--- src/rtl/spi_fe_pkg.sv ---
package spi_fe_pkg;
    localparam int unsigned BYTE_W = 8;
    localparam int unsigned NPIN   = 4;

    // decoded pin events, one clock after the synchronised level changes
    typedef struct packed {
        logic cs_fall;
        logic cs_high;
        logic sck_rise;
        logic sck_fall;
        logic sck_lvl;
        logic si_lvl;
        logic clr;
    } pin_ev_t;
endpackage

--- src/rtl/spi_pin_sync.sv ---
module spi_pin_sync
    import spi_fe_pkg::*;
#(
    parameter int unsigned STAGES = 2
) (
    input  logic            clk,
    input  logic            por_n,
    input  logic [NPIN-1:0] pins_i,   // {reset_in_n, si, sck, cs_n}
    output pin_ev_t         ev_o
);
    // idle levels: cs high, sck high (mode 3), si low, reset asserted
    localparam logic [NPIN-1:0] RST_VAL = 4'b0011;

    logic [NPIN-1:0] cur;
    logic [NPIN-1:0] prv;

    for (genvar g = 0; g < NPIN; g++) begin : g_pin
        logic [STAGES:0] ch_d, ch_q;
        always_comb ch_d = {ch_q[STAGES-1:0], pins_i[g]};
        always_ff @(posedge clk or negedge por_n) begin
            if (!por_n) ch_q <= {(STAGES+1){RST_VAL[g]}};
            else        ch_q <= ch_d;
        end
        assign cur[g] = ch_q[STAGES-1];
        assign prv[g] = ch_q[STAGES];
    end

    always_comb begin
        ev_o.cs_fall  = !cur[0] && prv[0];
        ev_o.cs_high  = cur[0];
        ev_o.sck_rise = cur[1] && !prv[1];
        ev_o.sck_fall = !cur[1] && prv[1];
        ev_o.sck_lvl  = cur[1];
        ev_o.si_lvl   = cur[2];
        ev_o.clr      = !cur[3];
    end
endmodule

--- src/rtl/spi_shift_core.sv ---
module spi_shift_core
    import spi_fe_pkg::*;
#(
    parameter int unsigned W = BYTE_W
) (
    input  logic         clk,
    input  logic         por_n,
    input  pin_ev_t      ev,
    input  logic [W-1:0] tx_byte,
    output logic         active,
    output logic         mode3,
    output logic         tx_msb,
    output logic         rx_valid,
    output logic [W-1:0] rx_byte
);
    localparam int unsigned    CW   = $clog2(W);
    localparam logic [CW-1:0]  LAST = CW'(W - 1);

    typedef struct packed {
        logic          active;
        logic          armed;
        logic          mode3;
        logic [CW-1:0] cnt;
        logic [W-1:0]  rx_sh;
        logic [W-1:0]  tx_sh;
        logic          rx_valid;
        logic [W-1:0]  rx_byte;
    } core_st_t;

    core_st_t st_d, st_q;

    always_comb begin
        st_d          = st_q;
        st_d.rx_valid = 1'b0;
        if (ev.clr) begin
            st_d.active = 1'b0;
            st_d.armed  = 1'b0;
            st_d.cnt    = '0;
            st_d.mode3  = 1'b1;
            st_d.tx_sh  = '0;
        end else begin
            if (st_q.active) begin
                if (ev.cs_high) begin
                    st_d.active = 1'b0;
                    st_d.cnt    = '0;
                end else if (ev.sck_rise) begin
                    st_d.rx_sh = {st_q.rx_sh[W-2:0], ev.si_lvl};
                    if (st_q.cnt == LAST) begin
                        st_d.rx_valid = 1'b1;
                        st_d.rx_byte  = {st_q.rx_sh[W-2:0], ev.si_lvl};
                        st_d.cnt      = '0;
                    end else begin
                        st_d.cnt = st_q.cnt + CW'(1);
                    end
                end else if (ev.sck_fall) begin
                    st_d.tx_sh = (st_q.cnt == '0) ? tx_byte
                                                  : {st_q.tx_sh[W-2:0], 1'b0};
                end
            end else if (ev.cs_fall && st_q.armed) begin
                st_d.active = 1'b1;
                st_d.cnt    = '0;
                st_d.mode3  = ev.sck_lvl;
                st_d.tx_sh  = tx_byte;
                st_d.rx_sh  = '0;
            end
            if (ev.cs_high) st_d.armed = 1'b1;
        end
    end

    always_ff @(posedge clk or negedge por_n) begin
        if (!por_n) begin
            st_q       <= '0;
            st_q.mode3 <= 1'b1;
        end else begin
            st_q <= st_d;
        end
    end

    assign active   = st_q.active;
    assign mode3    = st_q.mode3;
    assign tx_msb   = st_q.tx_sh[W-1];
    assign rx_valid = st_q.rx_valid;
    assign rx_byte  = st_q.rx_byte;

    p_idle_in_reset_r1: assert property (@(posedge clk) disable iff (!por_n)
        ev.clr |=> (!st_q.active && !st_q.rx_valid));

    p_mode_pick_r3: assert property (@(posedge clk) disable iff (!por_n)
        (!ev.clr && !st_q.active && ev.cs_fall && st_q.armed)
            |=> (st_q.mode3 == $past(ev.sck_lvl)));

    p_strobe_single_r4: assert property (@(posedge clk) disable iff (!por_n)
        st_q.rx_valid |=> !st_q.rx_valid);

    p_abort_frame_r7: assert property (@(posedge clk) disable iff (!por_n)
        (!ev.clr && st_q.active && ev.cs_high)
            |=> (!st_q.active && !st_q.rx_valid));
endmodule

--- src/rtl/busy_guard.sv ---
module busy_guard (
    input  logic clk,
    input  logic por_n,
    input  logic clr,
    input  logic op_busy,
    input  logic op_buf,
    input  logic acc_req,
    input  logic acc_array,
    input  logic acc_buf,
    output logic busy_n,
    output logic acc_ok,
    output logic acc_err
);
    typedef struct packed {
        logic busy;
        logic buf_sel;
        logic ok;
        logic err;
    } guard_st_t;

    guard_st_t gd_d, gd_q;
    logic      blocked;

    always_comb begin
        gd_d     = gd_q;
        gd_d.ok  = 1'b0;
        gd_d.err = 1'b0;
        blocked  = gd_q.busy && (acc_array || (acc_buf == gd_q.buf_sel));
        if (!clr && acc_req) begin
            gd_d.err = blocked;
            gd_d.ok  = !blocked;
        end
        if (!gd_q.busy) gd_d.buf_sel = op_buf;
        gd_d.busy = clr ? 1'b0 : op_busy;
    end

    always_ff @(posedge clk or negedge por_n) begin
        if (!por_n) gd_q <= '0;
        else        gd_q <= gd_d;
    end

    assign busy_n  = !gd_q.busy;
    assign acc_ok  = gd_q.ok;
    assign acc_err = gd_q.err;

    p_busy_follow_r8: assert property (@(posedge clk) disable iff (!por_n)
        (!clr && op_busy) |=> !busy_n);

    p_busy_release_r1: assert property (@(posedge clk) disable iff (!por_n)
        clr |=> busy_n);

    p_array_blocked_r9: assert property (@(posedge clk) disable iff (!por_n)
        (!clr && acc_req && !busy_n && acc_array) |=> (acc_err && !acc_ok));

    p_one_result_r9: assert property (@(posedge clk) disable iff (!por_n)
        $onehot0({acc_ok, acc_err}));
endmodule

--- src/rtl/spi_target_fe.sv ---
module spi_target_fe
    import spi_fe_pkg::*;
#(
    parameter int unsigned SYNC_STAGES = 2
) (
    input  logic              clk,
    input  logic              por_n,
    input  logic              reset_in_n,
    input  logic              sck,
    input  logic              cs_n,
    input  logic              si,
    output logic              so,
    output logic              so_oe,
    output logic              busy_n,
    output logic              rx_valid,
    output logic [BYTE_W-1:0] rx_byte,
    input  logic [BYTE_W-1:0] tx_byte,
    input  logic              out_phase,
    output logic              mode3,
    input  logic              op_busy,
    input  logic              op_buf,
    output logic              op_abort,
    input  logic              acc_req,
    input  logic              acc_array,
    input  logic              acc_buf,
    output logic              acc_ok,
    output logic              acc_err
);
    pin_ev_t ev;
    logic    frame_open;
    logic    tx_msb;

    spi_pin_sync #(.STAGES(SYNC_STAGES)) u_sync (
        .clk    (clk),
        .por_n  (por_n),
        .pins_i ({reset_in_n, si, sck, cs_n}),
        .ev_o   (ev)
    );

    spi_shift_core #(.W(BYTE_W)) u_core (
        .clk      (clk),
        .por_n    (por_n),
        .ev       (ev),
        .tx_byte  (tx_byte),
        .active   (frame_open),
        .mode3    (mode3),
        .tx_msb   (tx_msb),
        .rx_valid (rx_valid),
        .rx_byte  (rx_byte)
    );

    busy_guard u_guard (
        .clk       (clk),
        .por_n     (por_n),
        .clr       (ev.clr),
        .op_busy   (op_busy),
        .op_buf    (op_buf),
        .acc_req   (acc_req),
        .acc_array (acc_array),
        .acc_buf   (acc_buf),
        .busy_n    (busy_n),
        .acc_ok    (acc_ok),
        .acc_err   (acc_err)
    );

    assign so_oe    = frame_open && out_phase;
    assign so       = so_oe && tx_msb;
    assign op_abort = ev.clr;

    p_oe_drop_r6: assert property (@(posedge clk) disable iff (!por_n)
        ev.cs_high |=> !so_oe);
endmodule

--- config.mk ---
export PLATFORM = sky130hd
export DESIGN_NAME = spi_target_fe
export DESIGN_NICKNAME = d
export VERILOG_FILES = /design/src/rtl/spi_fe_pkg.sv /design/src/rtl/spi_pin_sync.sv /design/src/rtl/spi_shift_core.sv /design/src/rtl/busy_guard.sv /design/src/rtl/spi_target_fe.sv
export SDC_FILE = /design/constraint.sdc
export NUM_CORES = 1
export LEC_CHECK = 0
export BUFFER_PORTS_ARGS = -buffer_cell sky130_fd_sc_hd__buf_2
export CAP_MARGIN = 15
export CORE_UTILIZATION = 50
export DETAILED_ROUTE_END_ITERATION = 7
export GPL_TIMING_DRIVEN = 1
export PLACE_DENSITY = 0.73
export REMOVE_ABC_BUFFERS = 1
export SYNTH_ARGS = -nofsm -noshare
export SYNTH_HDL_FRONTEND = slang
export SYNTH_SLANG_ARGS = --single-unit
--- constraint.sdc ---
create_clock -name clk -period 3.9 [get_ports clk]
set_input_delay 0.78 -clock clk [delete_from_list [all_inputs] [get_ports clk]]
set_output_delay 0.78 -clock clk [all_outputs]
set_load 0.005 [all_outputs]
# Word-level counts from Yosys, hierarchy flattened
# Index checks and enable logic that the tools add are counted.
# word_totals
input_bits	20
elab_cells	74
ff_bits	44
# op_classes
n_eq_ne	12
reduce_logical	22
addsub	1
n_bitwise	1
mux	22
# ops
operator	count
$mux W9	4
$mux W8	4
$mux W25	1
$mux W20	1
$mux W19	1
$mux W11	1
$ne A3 B3 Y1 const B	3
$logic_and A1 B1 Y1	8
$reduce_and A4 Y1	2
$logic_not A1 Y1	6
$mux W1	6
$mux W3	2
$mux W6	1
$ne A2 B2 Y1 const B	3
$reduce_and A5 Y1	1
$ne A2 B1 Y1 const B	2
$ne A4 B4 Y1 const B	1
$reduce_and A2 Y1	2
$add A3 B1 Y3 const B	1
$eq A3 B3 Y1 const B	1
$logic_not A3 Y1	1
$ne A3 B1 Y1 const B	1
$mux W2	1
$reduce_bool A2 Y1	1
3 further kinds	3

# Depth between registers and ports, before layout
# Gate-level depths: netlist (run 1).
# logic_depth
word_depth	7
ltp_mapped	7

# Cells and area by module
# A second synthesis (run 1) with hierarchy kept.
# unflattened
cells_unflattened	188
hier_area_um2	2057.0
# by_module_without_submodules
module	instances	cells_each	area_per_inst_um2
spi_shift_core	1	155	1571.5
spi_pin_sync	1	17	305.3
busy_guard	1	14	167.7
spi_target_fe	1	2	12.5

# Worst setup path after synthesis (run 1)
# No wires, ideal clock.
# synth_path
kind	input-to-output
start	in out_phase
end	out so
arrival_ns	0.932
path_buffers	0
slack_ns	2.188
cell_stages	1
cell_sequence	and3_1
# synth_between
elab_chain_cells	2
# synth_rtl
element	line	text
start, declared	spi_target_fe.sv:18	input logic out_phase,
$logic_and A1 B1 Y1	spi_target_fe.sv:66	assign so_oe = frame_open && out_phase;
$logic_and A1 B1 Y1	spi_target_fe.sv:67	assign so = so_oe && tx_msb;
end, declared	spi_target_fe.sv:12	output logic so,
# No other way between the ends.

# Final worst setup path (run 1)
# layout_path
start	reg u_sync.g_pin[0].ch_q[1]
end	reg u_core.st_q[13] (netlist name)
# layout_between
elab_chain_cells	5
elab_cells_between_ends	6
cone_classes	2 x eq/ne; 4 x reduce/logical
# layout_rtl
element	line	text
start, declared	spi_pin_sync.sv:18	logic [STAGES:0] ch_d, ch_q;
start signal, assigned	spi_pin_sync.sv:21	if (!por_n) ch_q <= {(STAGES+1){RST_VAL[g]}};
start signal, assigned	spi_pin_sync.sv:22	else ch_q <= ch_d;
$logic_not A1 Y1	spi_pin_sync.sv:29	ev_o.cs_fall = !cur[0] && prv[0];
$logic_and A1 B1 Y1	spi_pin_sync.sv:29	
$logic_and A1 B1 Y1	spi_shift_core.sv:59	end else if (ev.cs_fall && st_q.armed) begin
$ne A3 B1 Y1 (no line)	-	
$reduce_and A4 Y1 (no line) *	-	
end signal, assigned	spi_shift_core.sv:75	st_q <= st_d;
end, declared	spi_shift_core.sv:30	core_st_t st_d, st_q;
# Every way passes the cells marked *; elsewhere a longest branch is shown, timed or not.
# A chain may end at the register's enable or synchronous reset.

==> results of run 1 <==
-- worst min path at each step --
stage	startpoint	endpoint	slack (ps)	cells past startpoint
2_1_floorplan	u_sync.g_pin[2].ch_q[0]	u_sync.g_pin[2].ch_q[1]	330	0
3_3_place_gp	u_sync.g_pin[2].ch_q[0]	u_sync.g_pin[2].ch_q[1]	330	0
3_5_place_dp	u_sync.g_pin[2].ch_q[0]	u_sync.g_pin[2].ch_q[1]	330	0
4_1_cts	u_sync.g_pin[3].ch_q[0]	u_sync.g_pin[3].ch_q[1]	350	0
5_1_grt	u_sync.g_pin[3].ch_q[0]	u_sync.g_pin[3].ch_q[1]	360	0
6_report	u_sync.g_pin[3].ch_q[0]	u_sync.g_pin[3].ch_q[1]	350	0
-- routing by layer --
metal	share of wire [%]	global-route usage, %
met1	47	23.58
met2	46	27.66
met3	5.5	6.786
met4	1.2	5.966
met5	0	0
-- registers in the layout, summed over array words and instances (netlist names) --
register,cells
u_core.active,1
u_guard.acc_ok,1
u_guard.acc_err,1
u_core.mode3,1
u_core.rx_byte,8
u_sync.g_pin.ch_q,10
u_core.tx_msb,1
u_guard.gd_q,2
u_core.st_q,18
u_core.rx_valid,1
-- power groups by stage --
stage               clock network (mW)  registers, mW  logic (mW)
floorplan                            0          0.495      0.0291
global placement                     0          0.499      0.0533
CTS                              0.373          0.491      0.0562
detailed placement                   0          0.499      0.0562
finish                           0.364          0.491      0.0550
global route                     0.399          0.494      0.0629
-- cells by family after synthesis --
| logic type | share of synthesized area (%) |
|---|---|
| AOI/OAI and AO/OA | 11.85 |
| and+or+nand+nor | 13.48 |
| buffers and inverters | 6.086 |
| DFF | 58.05 |
| adders and majority gates | 2.618 |
| muxes | 7.461 |
| xor gates and xnor gates | 0.4582 |
-- cell usage after synthesis (all sizes together) --
library cell and instances:
and3b 2, and3 3, o22ai 2, a221oi 6, or2 2, dfrtp 37
ha 4, nand3 1, and2 2, nand2 11, nand2b 3, a31oi 1
nor3 2, nor2 5, a21oi 2, nor2b 1, buf 13, and2b 1
dfstp 7, nor3b 8, inv 5, a22o 9, o21ai 12, xnor2 1
mux2 10
-- metrics by stage --
stage               instances  setup slack [ps]  power (mW)  util (%)
floorplan                 137              2111      0.5245         -
global placement          220              1953      0.5520     55.98
finish                    228              1828      0.9106     59.30
CTS                       228              1827      0.9201     59.30
detailed placement        220              1834      0.5553     55.98
global route              228              1689      0.9562     59.30
-- cell type report --
class	instances	area share, %
flip-flops and latches	44	51.12
multi-input cells	88	31.59
repair buffers	35	8.069
clock buffers	6	3.804
well taps	48	2.767
clock inverters	2	1.787
inverters	5	0.8646
==> results by stage, run 1 <==
Outcome:
- The run finished with clean final reports.

Routing:
- The number of DRC markers after the initial detailed-route iteration is 37.
- For this run, the detailed router's first-pass iteration total came to 4.
- The total vias in the final route is 1,194.
- The DRC violations left is 0.
- The via density per instance is 5.237.
- The routed design has 3.236 mm of wire.
- The detail route stage leaves a number of antenna-violating nets equal to 0.
- The detail-routed net length per standard cell is 14.19 µm.

Synth:
- During synthesis, Yosys emitted a total of 0 warnings.
- Counting flops and latches in the post-synthesis netlist gives 44.
- The fraction of synthesized cell area taken by the top area cell type is 48.43%.
- After synthesis, the cell types taking the most area are sky130_fd_sc_hd__dfrtp_1 48%, sky130_fd_sc_hd__dfstp_2 9.6%, sky130_fd_sc_hd__mux2_4 6.3%.
- The post-synthesis area per instance is 12.75 µm².
- Summing the sequential cell areas from Yosys gives 58.05% of the chip area.
- The synthesized instance count is 150.
- The number of different library cells used by synthesis comes to 36.
- The dominant cell type by area after synthesis is sky130_fd_sc_hd__dfrtp_1.
- The cell area that synthesis handed to floorplanning was 0.001912 mm².

Clock tree:
- The number of buffers inserted for hold repair after clock tree synthesis is 0.
- Clock latency on the worst-skew pair, taken at its later pin, is 300 ps.
- Clock-pin slew was measured on the worst setup and hold paths at 80 ps.
- TritonCTS created 5 clock buffers.
- The buffer count from post-CTS setup fixing is 0.
- Clock tree synthesis found a total of 44 sinks.
- The CTS tree is built.
- The maximum clock path buffer count is 2.
- CTS placed an instance of sky130_fd_sc_hd__clkbuf_8 at the clock tree root.
- The number of H-tree branching levels is 2.
- In this run, post-CTS repair resized a total of 0 instances.

Layout:
- Of the cells placed in the final design, the portion with a size suffix greater than 1 is 38.89%.
- In the layout the commonest cells are 37 x sky130_fd_sc_hd__dfrtp_1, 35 x sky130_fd_sc_hd__buf_2, 11 x sky130_fd_sc_hd__nand2_1.
- The number of antenna repair diodes is 0.
- The final design area excluding fillers is 0.002171 mm².
- Relative to the synthesized area, the layout overhead comes to 13.55%.
- After filler insertion, the fill cell instance count of the layout stands at 283.
- The most common cell after layout, fill and taps aside is sky130_fd_sc_hd__dfrtp_1.
- After the last flow step, the layout net total stands at 203.
- The register area is 0.001110 mm².
- The area taken by multi-input logic gates is 685.7 µm².

STA:
- The shortest clock period the worst path allows after layout is 2072 ps.
- Setup repair after global routing left no endpoint under its margin.
- Setup violations remaining at the end of the flow were counted as 0.
- Hold is met by 351.2 ps.
- The final setup TNS is 0 ps.
- The max-slew violation total from the final report is 0.
- The number of hold violations in the final report is 0.
- Derived from the worst setup path, the maximum achievable clock frequency is 0.4827 GHz.
- The tightest slew margin relative to the limit is 38.48%.
- The share of the clock period used by the worst path is 53.12%.
- For the pin with the worst max-slew slack, the measured transition is 922.7 ps.
- The setup skew after layout is 8.591 ps.

Placed design:
- At the end of routability-driven placement, the weighted congestion stood at 0.7482.
- The cell area after placement is 0.002049 mm².
- The post-DP HPWL is 2.255 mm.
- The number of buffers added on ports is 35.

Power:
- The leakage power total is 1.061 nW.
- Registers are responsible for 53.9% of the overall power.
- The maximum VDD drop is 0.2390 mV.
- The share of total power consumed by net switching is 21.95%.
- In this run, the clock network consumes 40.0% of the power.
- Summed over all nets, the switching power comes to 0.1999 mW.
- The combinational share of power is 6.0%.
- The power density over the cells is 419.5 mW/mm².
- Internal power comes to 0.7107 mW.

Setup path:
- Data arrives at the worst endpoint at 2260 ps.
- The launching element of the worst setup path is u_sync.g_pin[0].ch_q[1].
- For the worst flop-to-flop path, the logic depth is 4.
- The endpoint class of the critical path is a flip-flop.
- In this run the worst path has a maximum fanout of 15.
- The worst register-to-register path begins at u_sync.g_pin[0].ch_q[1].
- The number of buffer and inverter instances along the worst setup path is 0.
- STA classifies the critical path startpoint as a flip-flop.
- Data on the critical path is required at its endpoint by 4080 ps.
- In this run the number of cells on the critical path is 4.
- In this design, the stage delay of the slowest critical-path cell is 690 ps.
- For flop-to-flop paths, the worst setup slack is 1830 ps.
- The signal on the critical path passes through and3b_1 -> o22ai_1 -> or2_1 -> o21ai_1.
- The worst register-to-register path ends at u_core.st_q[13].
- Following the worst setup path forward leads to its endpoint at u_core.st_q[13].
- Among all stages on the critical path, the largest delay is contributed by sky130_fd_sc_hd__dfstp_2.
- Broken down by cell family, the worst path's largest delay share belongs to compound AO/OA/AOI/OAI gates.
- The worst setup path is of the flip-flop to flip-flop kind.

Global route:
- The number of global-route vias before repair was 1,119.
- The first global-routing pass estimated 5.368 mm of wire.
- The total overflow left after global routing is 0.
- The number of antenna violations at the first check in global routing is 0.
- The global routing usage summed across all routing layers is 18.06%.
- The largest net degree at the start of global routing is 45.

Run:
- Across the run, the number of max-cap violations was 0.

Floorplan:
- The number of top-level pins is 36.
- The die is 63.84 µm tall.
- The die covers 0.004075 mm².
- The starting density of the core is 52.22%.
- The cell row count is 22.
- The die span in x is 63.84 µm.
- The core region area is 0.003661 mm².

Worst hold path:
- In this run the worst hold path is classified as flip-flop to flip-flop.
Power figures use the tool's default switching activity.
==> run 2: changes to the inputs <==
clock period = 2.1 ns   (was 3.9 ns; I/O delays follow)
==> results by stage, run 2 (synthesis gave the netlist of run 1 again) <==
Routing:
- The number of DRC markers after the initial detailed-route iteration was 50 (was 37).
- The total wire length after detailed routing came to 3.283 mm (was 3.236 mm).
- The total vias in the final route is 1,220 (was 1,194).
- The detail-routed net length per standard cell was 14.27 µm (was 14.19 µm).
- The number of nets still failing antenna checks after routing is 0 (unchanged).
- The number of iterations in the first detailed-routing pass came to 4 (unchanged).
- The DRC violations left is 0 (unchanged).
- The via density per instance is 5.304 (was 5.237).

Placed design:
- The weighted congestion at the end of routability-driven global placement is 0.8107 (was 0.7482).
- The number of buffers added on ports is 35 (unchanged).
- The post-DP HPWL is 2.326 mm (was 2.255 mm).

Floorplan:
- The height of the die is 63.84 µm (unchanged).
- The starting density of the core is 52.22% (unchanged).
- The number of top-level pins is 36 (unchanged).
- The die span in x is 63.84 µm (unchanged).
- The cell row count is 22 (unchanged).
- The total die area is 0.004075 mm² (unchanged).
- The core region area is 0.003661 mm² (unchanged).

Setup path:
- The type of the worst setup path is flip-flop to flip-flop (unchanged).
- The highest cell delay on the worst timing path is 700 ps (was 690 ps).
- The cell with the largest stage delay on the worst path is sky130_fd_sc_hd__dfstp_2 (unchanged).
- The slack of the worst reg-to-reg path is 370 ps (was 1830 ps).
- The endpoint class of the critical path is a flip-flop (unchanged).
- The largest fanout of any net on the critical path is 15 (unchanged).
- The arrival time of the worst setup path is 1920 ps (was 2260 ps).
- The endpoint required time on the critical path was 2290 ps (was 4080 ps).
- The startpoint type of the worst setup path is a flip-flop (unchanged).
- CP Cell Sequence: and3b_1 -> and3_1 -> mux2_4 (was and3b_1 -> o22ai_1 -> or2_1 -> o21ai_1).

Clock tree:
- The master cell of the clock root buffer is sky130_fd_sc_hd__clkbuf_8 (unchanged).
- The number of CTS-inserted buffers came to 5 (unchanged).
- The number of H-tree branching levels came to 2 (unchanged).
- The clock edge transition at the registers on the reported setup and hold paths is 90 ps (was 80 ps).
- The number of buffers inserted for hold repair after clock tree synthesis is 0 (unchanged).
- The clock latency on the worst-skew pair is 300 ps (about the same).
- The buffer count from post-CTS setup fixing was 0 (unchanged).
- The TritonCTS sink count is 44 (unchanged).
- The post-cts sizing count is 0 (unchanged).
- The maximum clock path buffer count came to 2 (unchanged).
- The CTS tree is built (unchanged).

Layout:
- The number of flip-flops in the largest register was 18 (unchanged).
- The most common cell after layout, fill and taps aside was sky130_fd_sc_hd__dfrtp_1 (unchanged).
- The share of cells above drive strength 1 was 39.56% (was 38.89%).
- The register ranked first by flip-flop count is u_core.st_q (unchanged).
- Highest-count cells in the layout ignoring fill and taps: 37 x sky130_fd_sc_hd__dfrtp_1, 35 x sky130_fd_sc_hd__buf_2, 11 x sky130_fd_sc_hd__nand2_1 (unchanged).
- The final net count is 205 (was 203).
- The number of antenna repair diodes was 0 (unchanged).
- The synthesis-to-finish area growth came to 13.48% (was 13.55%).

Outcome:
- Status: complete, no violations (unchanged).

Global route:
- The routing usage on met2 came to 30.32% (was 27.66%).
- The total grt overflow is 0 (unchanged).
- The number of global-route vias before repair came to 1,214 (was 1,119).
- The largest net degree at the start of global routing is 45 (unchanged).
- The number of antenna violations at the first check in global routing is 0 (unchanged).
- The met3 usage is 6.250% (was 6.786%).
- The global routing usage summed across all routing layers is 18.47% (was 18.06%).
- The wire length of the first global-routing pass was 5.623 mm (was 5.368 mm).
- The highest-utilization routing layer at the global route stage is met2 (unchanged).
- The met1 routing resource usage after global routing is 22.12% (was 23.58%).

Run:
- The number of maximum-capacitance violations is 0 (unchanged).

STA:
- The max-slew violation total from the final report is 0 (unchanged).
- The count of final setup violators is 0 (unchanged).
- The tightest slew margin relative to the limit came to 64.34% (was 38.48%).
- Unrepaired setup endpoints after global routing: no (unchanged).
- The final setup TNS is 0 ps (unchanged).
- The setup skew after layout is 8.260 ps (was 8.591 ps).
- The maximum clock rate is 0.5793 GHz (was 0.4827 GHz).
- The number of hold violations in the final report is 0 (unchanged).
- The transition time of the tightest slew-check pin is 534.9 ps (was 922.7 ps).
- The worst hold slack is 79.59 ps (was 351.2 ps).
- The shortest clock period the worst path allows after layout is 1726 ps (was 2072 ps).
- The share of the clock period used by the worst path is 82.20% (was 53.12%).

Worst hold path:
- The class of the worst hold path is input pin to asynchronous set/reset pin (was flip-flop to flip-flop).

Power:
- The leakage power total is 1.054 nW (was 1.061 nW).
- The power density over the cells is 714.6 mW/mm² (was 419.5 mW/mm²).
- The maximum VDD drop came to 0.4119 mV (was 0.2390 mV).
-- run 2: cell types whose count changed in the layout (fill, tap and decap cells not counted), sizes merged --
cell	change
clkinvlp	+2
clkbuf	-1
buf	+2
bufinv	-1
-- run 2: final timing paths --
kind	cells past startpoint	to	from
setup / recovery	3	u_core.rx_byte[0]	u_sync.g_pin[0].ch_q[1]
hold / removal	2	u_guard.acc_err	por_n
setup reg to reg	3	u_core.rx_byte[0]	u_sync.g_pin[0].ch_q[1]
hold reg to reg	0	u_sync.g_pin[3].ch_q[1]	u_sync.g_pin[3].ch_q[0]
max in group asynchronous	2	u_sync.g_pin[0].ch_q[1]	por_n
min in group clk	1	u_sync.g_pin[1].ch_q[0]	sck
-- run 2: critical path: cells and delay by family, from the launching register on --
family | cells | cell delay (ps)
AND/OR/NAND/NOR | 2 | 560
flip-flops | 1 | 700
multiplexers | 1 | 360
-- run 2: per-stage QoR --
stage	power [mW]	setup slack [ps]	area, µm²	util (%)	std cells
floorplan	0.9741	310.9	1814	-	137
global placement	1.031	413.1	2077	56.73	222
detailed placement	1.040	373.2	2077	56.73	222
CTS	1.565	368.9	2170	59.26	230
global route	1.620	290.4	2170	59.26	230
finish	1.550	373.9	2170	59.26	230
-- run 2: metal layers --
| metal | share of wire (%) | vias up |
|---|---|---|
| li1 | - | 581 |
| met1 | 45 | 597 |
| met2 | 48 | 35 |
| met3 | 5.5 | 7 |
| met4 | 1.9 | 0 |
| met5 | 0 | - |
-- run 2: report_power, final --
group | switching (mW) | internal (mW)
sequential | 0.0261 | 0.886
combinational | 0.0592 | 0.0511
clock | 0.293 | 0.235
-- run 2: cell type report --
class	count	area, µm²
clock buffers	5	68.82
clock inverters	3	23.77
fillers	320	1491
inverters	5	18.77
multi-input cells	88	685.7
flip-flops and latches	44	1110
well taps	48	60.06
repair buffers	37	202.7
